===== src/rtl/mvb_pkg.sv =====
package mvb_pkg;
  localparam int CODE_W = 3;
  localparam int QST_W  = 4;
  localparam int VIS_W  = 16;
  localparam int ADDR_W = CODE_W + QST_W + VIS_W;
  localparam int BYTE_W = VIS_W / 2;

  typedef struct packed {
    logic              vld;
    logic [ADDR_W-1:0] addr;
    logic              word;
    logic              rd;
    logic              ext;
    logic [CODE_W-1:0] code;
    logic [QST_W-1:0]  qst;
    logic [VIS_W-1:0]  wdata;
  } acc_t;
endpackage


===== src/rtl/mvb_phase.sv =====
module mvb_phase (
  input  logic clk,
  input  logic rst_n,
  output logic ph_high
);
  always_ff @(posedge clk) begin
    if (!rst_n) ph_high <= 1'b0;
    else        ph_high <= ~ph_high;
  end
endmodule


===== src/rtl/mvb_steer.sv =====
module mvb_steer #(
  parameter int VIS_W = 16
) (
  input  logic [VIS_W-1:0] lo_addr,
  input  logic             vld,
  input  logic             word,
  input  logic             rd,
  input  logic             ext,
  input  logic [VIS_W-1:0] rdata,
  output logic [VIS_W-1:0] vis
);
  localparam int BW = VIS_W / 2;
  logic [BW-1:0] b_at, b_nxt;
  assign b_at  = rdata[VIS_W-1:BW];
  assign b_nxt = rdata[BW-1:0];

  always_comb begin
    if (!vld || !rd || ext)  vis = '0;
    else if (word) begin
      if (lo_addr[0])        vis = {b_nxt, b_at};
      else                   vis = {b_at, b_nxt};
    end else begin
      if (lo_addr[0])        vis = {lo_addr[VIS_W-1:BW], b_at};
      else                   vis = {b_at, lo_addr[BW-1:0]};
    end
  end
endmodule


===== src/rtl/mvb_bus_driver.sv =====
module mvb_bus_driver
  import mvb_pkg::*;
(
  input  logic              clk,
  input  logic              rst_n,
  input  logic              acc_valid,
  output logic              acc_ready,
  input  logic [ADDR_W-1:0] acc_addr,
  input  logic              acc_word,
  input  logic              acc_rd,
  input  logic              acc_ext,
  input  logic [CODE_W-1:0] acc_code,
  input  logic [QST_W-1:0]  acc_qst,
  input  logic [VIS_W-1:0]  acc_wdata,
  input  logic [VIS_W-1:0]  int_rdata,
  output logic              eclk,
  output logic [ADDR_W-1:0] bus_addr,
  output logic [VIS_W-1:0]  bus_data_o,
  output logic              bus_data_oe,
  output logic              bus_rw
);
  logic ph_high;
  mvb_phase u_phase (.clk(clk), .rst_n(rst_n), .ph_high(ph_high));

  assign acc_ready = ~ph_high;
  assign eclk      = ph_high;

  acc_t nxt, cur;
  always_comb begin
    nxt = '0;
    if (acc_valid) begin
      nxt.vld   = 1'b1;
      nxt.addr  = acc_addr;
      nxt.word  = acc_word;
      nxt.rd    = acc_rd;
      nxt.ext   = acc_ext;
      nxt.code  = acc_code;
      nxt.qst   = acc_qst;
      nxt.wdata = acc_wdata;
    end
  end

  logic [VIS_W-1:0] vis_calc, vis_pend, vis_hold;
  logic [QST_W-1:0] qst_hold;
  logic             cur_wr;
  assign cur_wr = cur.vld & ~cur.rd;

  mvb_steer #(.VIS_W(VIS_W)) u_steer (
    .lo_addr(cur.addr[VIS_W-1:0]), .vld(cur.vld), .word(cur.word),
    .rd(cur.rd), .ext(cur.ext), .rdata(int_rdata), .vis(vis_calc)
  );

  always_ff @(posedge clk) begin
    if (!rst_n) begin
      cur         <= '0;
      vis_pend    <= '0;
      vis_hold    <= '0;
      qst_hold    <= '0;
      bus_addr    <= '0;
      bus_rw      <= 1'b1;
      bus_data_oe <= 1'b0;
      bus_data_o  <= '0;
    end else if (!ph_high) begin
      cur         <= nxt;
      qst_hold    <= cur.qst;
      vis_hold    <= vis_pend;
      bus_addr    <= nxt.addr;
      bus_rw      <= ~(nxt.vld & ~nxt.rd);
      bus_data_oe <= 1'b0;
      bus_data_o  <= '0;
    end else begin
      vis_pend    <= vis_calc;
      bus_addr    <= {cur.code, qst_hold, vis_hold};
      bus_data_oe <= cur_wr;
      bus_data_o  <= cur_wr ? cur.wdata : '0;
    end
  end

  a_r2_phase_toggle: assert property (@(posedge clk) disable iff (!rst_n)
    eclk |=> !eclk);
  a_r2_idle_cycle: assert property (@(posedge clk) disable iff (!rst_n)
    (acc_ready && !acc_valid) |=> (bus_addr == '0 && bus_rw));
  a_r3_high_addr: assert property (@(posedge clk) disable iff (!rst_n)
    (acc_ready && acc_valid) |=> (eclk && bus_addr == $past(acc_addr)));
  a_r4_low_code: assert property (@(posedge clk) disable iff (!rst_n)
    (acc_ready && acc_valid) |=> ##1
      (bus_addr[ADDR_W-1 -: CODE_W] == $past(acc_code, 2)));
  a_r11_drive_write: assert property (@(posedge clk) disable iff (!rst_n)
    bus_data_oe |-> (!eclk && !bus_rw));
endmodule


===== config.mk =====
export PLATFORM = sky130hd
export DESIGN_NAME = mvb_bus_driver
export DESIGN_NICKNAME = d
export VERILOG_FILES = /design/src/rtl/mvb_pkg.sv /design/src/rtl/mvb_phase.sv /design/src/rtl/mvb_steer.sv /design/src/rtl/mvb_bus_driver.sv
export SDC_FILE = /design/constraint.sdc
export NUM_CORES = 1
export LEC_CHECK = 0
export ABC_AREA = 1
export CAP_MARGIN = 0
export CORE_ASPECT_RATIO = 1.2
export CORE_MARGIN = 4
export CORE_UTILIZATION = 45
export CTS_CLUSTER_SIZE = 8
export DETAILED_ROUTE_END_ITERATION = 12
export GPL_TIMING_DRIVEN = 1
export PLACE_DENSITY = 0.74
export SYNTH_ARGS = -nofsm -noshare
export SYNTH_HDL_FRONTEND = slang
export SYNTH_HIERARCHICAL = 1
export SYNTH_SLANG_ARGS = --single-unit

===== constraint.sdc =====
create_clock -name clk -period 1.2 [get_ports clk]
set_clock_uncertainty 0.05 [all_clocks]
set_input_delay 0.24 -clock clk [delete_from_list [all_inputs] [get_ports clk]]
set_output_delay 0.24 -clock clk [all_outputs]
set_load 0.02 [all_outputs]

# After elaboration in Yosys (flattened, before gate mapping)

Cells that the tools add are included.

Bits of input ports: 68
Register bits: 121
Word-level logic and storage cells: 34
Output and inout port bits: 43

Bitwise operators: 6
Reductions and logical operators: 6
Multiplexer cells: 6

Operators with widths:

| operator            | number |
|---|---|
| 16-bit 2-to-1 mux   | 4 |
| 50-bit 2-to-1 mux   | 1 |
| 23-bit 2-to-1 mux   | 1 |
| 1-bit NOT           | 4 |
| 3-bit AND reduction | 1 |
| 1-bit bitwise AND   | 2 |
| 1-bit zero test     | 2 |
| 1-bit logical OR    | 2 |
| 2-bit AND reduction | 1 |

# Longest topological paths before layout

Word-level depth: 4
Gate-level depth with buffers: 8
Gate-level depth less buffers: 7

# By module

The synthesis kept the hierarchy.

By module, submodules not included:

| module         | sequential area each (um^2) | times used | area an instance (um^2) | cells an instance |
|---|---|---|---|---|
| mvb_bus_driver | 2,402.3                     | 1          | 3,813.7                 | 445 |
| mvb_steer      | 0.0                         | 1          | 539.3                   | 134 |
| mvb_phase      | 20.0                        | 1          | 30.0                    | 3 |

# Worst setup path before layout

Ideal clock, no wire load.

Kind: register to register
From: register u_phase.ph_high
To: register bus_addr[21]
Data required time: 1,036 ps
Setup time: 114 ps
Path slack: -69 ps
Path buffers: 1
Arrival: 1,105 ps
Clock period less this slack: 1,269 ps
Cell stages (with the launch flop): 5
Path through: dfxtp_1 > clkinv_1 > buf_2 > nand4_1 > nand2_1

Cells in the longest elaborated chain, start to end: 1

RTL lines:

| what                     | RTL line             | RTL |
|---|---|---|
| start: declaration       | mvb_phase.sv:4       | `output logic ph_high` |
| start signal: assignment | mvb_phase.sv:8       | `else ph_high <= ~ph_high;` |
| 23-bit 2-to-1 mux        | mvb_bus_driver.sv:63 | `end else if (!ph_high) begin` |
| end signal: assignment   | mvb_bus_driver.sv:67 | `bus_addr <= nxt.addr;` |
| end signal: assignment   | mvb_bus_driver.sv:73 | `bus_addr <= {cur.code, qst_hold, vis_hold};` |
| end: declaration         | mvb_bus_driver.sv:17 | `output logic [ADDR_W-1:0] bus_addr,` |

Every way passes these cells.
A chain may end at the register's enable or synchronous reset.

# Worst setup path in the final report

From: register u_phase.ph_high
To: output acc_ready

Cells in the longest elaborated chain, start to end: 1

RTL lines:

| what             | RTL line             | RTL |
|---|---|---|
| 1-bit NOT        | mvb_bus_driver.sv:25 | `assign acc_ready = ~ph_high;` |
| end: declaration | mvb_bus_driver.sv:7  | `output logic acc_ready,` |

Every way passes these cells.

==> results by group <==
Worst setup path
  • Critical path type: reg2out
  • Worst setup SP type: flop
  • Critical path arrival: 0.92 ns
  • R2R Setup Slk: 0.04 ns
  • Crit. End Element: output port
  • R2r worst-path depth: 6
  • Worst Path Max Fanout: 3
  • R2R Path Start: u_phase/ph_high$_SDFF_PN0_
  • CP required: 0.91 ns
  • Reg2Reg Capture Point: qst_hold[3]$_SDFFE_PN0N_

Clock network
  • Clock Sink Count: 121
  • Worst-path clk slew: 0.05 ns
  • CTS tree: done
  • CTS Buffer Depth: 2
  • Cts hold-fix bufs: 0
  • Clock root buffer: clkbuf_16
  • Worst-skew pair later-pin latency: 0.40 ns
  • H-tree depth: 4
  • Cts bufs inserted: 17

Timing
  • Final Cycle Share: 1.008
  • Slew HR: 0.8202
  • Fin. max-slew vios: 0
  • RSZ-0062 raised after global routing: true
  • Setup TNS: -0.009848 ns
  • Worst Tran Pin Value: 0.2697 ns
  • Final Hold Fails: 0
  • Setup WS post-layout: -0.009848 ns
  • Minimum clock period: 1.210 ns
  • Endpoints failing setup: 1
  • Max Freq: 0.8266 GHz

Pwr
  • Combinational share of power: 0.088
  • Sw power: 2.148 mW
  • Switching Fraction: 0.2172
  • Leakage Power: 3.133 nW
  • Clock Power Share: 0.488
  • VDD IR-drop max: 1.065 mV
  • Power Density: 1589 nW/um^2
  • Sequential power share: 0.424
  • Internal power: 7.741 mW

Floorplanning
  • Core outline area: 9515 um^2
  • Starting Density: 0.4606
  • Die area: 11390 um^2
  • Die Ht: 116.1 um
  • Num ports: 111
  • Row Count: 39
  • Die Wd: 98.09 um

Detailed routing
  • WL/cell: 13.42 um
  • DRT Pass-1 Iters: 5
  • Number of vias in the routed layout: 4063
  • Via density: 4.848
  • Routed Antenna Nets: 0
  • Initial DRC count: 168
  • Residual DRC count: 0
  • DRT Wirelength: 11250 um

Synth
  • Avg Inst Size Synth: 7.531 um^2
  • Compound-cell area share of the yosys netlist: 0.001142
  • Synthesized flop and latch total: 121
  • Register area share after synthesis: 0.5527
  • Main combinational cell family by area after synthesis: simple AND/OR/NAND/NOR gates
  • Cell count after synthesis: 582
  • Post-synthesis xor/xnor area fraction: 0
  • Post-Syn Nets: 650
  • Synth Area in Adders: 0
  • Synth cell types: 18
  • Synth Area in Simple Gates: 0.3614
  • Mapped cell area: 4383 um^2
  • Post-synthesis mux area share: 0
  • Yosys warnings: 6

Global routing
  • Total track usage: 0.1993
  • Antenna violations before repair: 0
  • GR Overflow Total: 0
  • First-pass GRT wire length: 18170 um
  • Number of global-route vias before repair: 3928
  • Largest net degree at the start of global routing: 33

Placement
  • # port buffers: 110
  • DP HPWL: 7523 um
  • Setup slack after placement: -0.08401 ns
  • Final RePlAce weighted congestion: 0.8760

Final layout
  • Share of post-route cells with drive strength above 1: 0.1706
  • Diode count: 0
  • Fin nets: 771
  • Fin util: 0.6542
  • Area Growth Syn to Fin: 42.02%

Worst hold path
  • Worst Hold Endpoint: cur[49]$_SDFFE_PN0N_
  • Hold Path Class: in2reg
  • Hold Crit Depth: 4
  • Min-delay src: acc_valid

Status
  • Violated checks: setup timing
  • Status: finished, violations left

Job
  • Max_cap viols: 0
## synthesized netlist by cell type
master / number / area, um^2
nand2_1: 263 / 987.2
nand3_1: 1 / 5.000
clkinv_1: 1 / 3.750
nor2_2: 1 / 6.260
nor2_4: 1 / 11.26
nor3_1: 16 / 80.08
nand2_4: 1 / 11.26
buf_6: 4 / 45.04
nand4_1: 49 / 306.5
inv_4: 1 / 6.260
clkbuf_1: 11 / 41.29
inv_1: 43 / 161.4
buf_4: 4 / 30.03
a21oi_1: 1 / 5.000
buf_2: 16 / 80.08
nor2_1: 47 / 176.4
dfxtp_1: 121 / 2422
inv_2: 1 / 3.750
## layout make-up
type / count / area (um^2)
Tap cell: 123 / 153.9
Clock inverter: 9 / 97.59
Fill cell: 797 / 3291
Clock buffer: 22 / 474.2
Multi-Input combinational cell: 380 / 1627
Sequential cell: 121 / 2430
Timing Repair Buffer: 137 / 1255
Inverter: 46 / 187.7
## per-stage QoR
stage / hold WS, ns / instance area (um^2) / instances / total power [mW]
final: 0.2338 / 6225 / 838 / 9.890
after global routing: 0.2503 / 6225 / 838 / 10.23
after CTS: 0.2136 / 6053 / 833 / 9.920
after detailed placement: 0.3771 / 5658 / 800 / 5.097
after global placement: 0.3719 / 5658 / 800 / 5.083
after floorplan: 0.3029 / 4384 / 582 / 4.658
## per-layer routing
| layer | vias up | track usage | part of all wire |
|---|---|---|---|
| li1 | 2048 | - | - |
| met1 | 1855 | 0.2392 | 0.43 |
| met2 | 150 | 0.3401 | 0.49 |
| met3 | 10 | 0.06392 | 0.073 |
| met4 | 0 | 0.06741 | 0.0056 |
| met5 | - | 0 | 0 |
## flip-flops by register name (all words and copies together), names as in the netlist
name	count
bus_data_o	16
bus_data_oe	1
bus_addr	23
u_phase/ph_high	1
cur	43
vis_pend	16
vis_hold	16
bus_rw	1
qst_hold	4
## power by group through the flow
stage                     sequential, mW  combinational (mW)  clock, mW
after detailed placement            4.27               0.831          0
after CTS                           4.18               0.818       4.92
after global placement              4.26               0.820          0
after global routing                4.20               0.955       5.08
final                               4.19               0.875       4.83
after floorplan                     4.31               0.350          0
## logic make-up (layout without fill, tap and decap cells)
family | Yosys count | after routing
simple gates | 379 | 379
compound gates | 1 | 1
flops | 121 | 121
buf+inv | 81 | 214
## critical path, cell delays in order (launching register included)
cell	delay, ns
dfxtp_4	0.37
inv_4	0.04
buf_6	0.12
## repair_timing
action                                  in CTS  in global routing
cloned                                       0                  3
endpoints found under the setup margin      47                 64
resized for setup                          182                 28
setup buffers                                2                  2
## cells in the final DEF, fill, tap and decap left out, drive strengths merged
master	count
nand2	264
dfxtp	121
buf	69
clkdlybuf4s50	65
nand4	49
nor2	49
inv	45
clkbuf	25
nor3	16
clkinv	7
bufinv	2
nand3	1
clkinvlp	1
a21oi	1
## worst max-delay path by stage
stage,from,endpoint,cells after the start
5_1_grt,u_phase/ph_high$_SDFF_PN0_,acc_ready,2
4_1_cts,u_phase/ph_high$_SDFF_PN0_,acc_ready,2
2_1_floorplan,u_phase/ph_high$_SDFF_PN0_,bus_addr[21]$_SDFF_PN0_,4
6_report,u_phase/ph_high$_SDFF_PN0_,acc_ready,2
3_3_place_gp,u_phase/ph_high$_SDFF_PN0_,eclk,1
3_5_place_dp,u_phase/ph_high$_SDFF_PN0_,eclk,1
(Power assumes the default switching activity.)
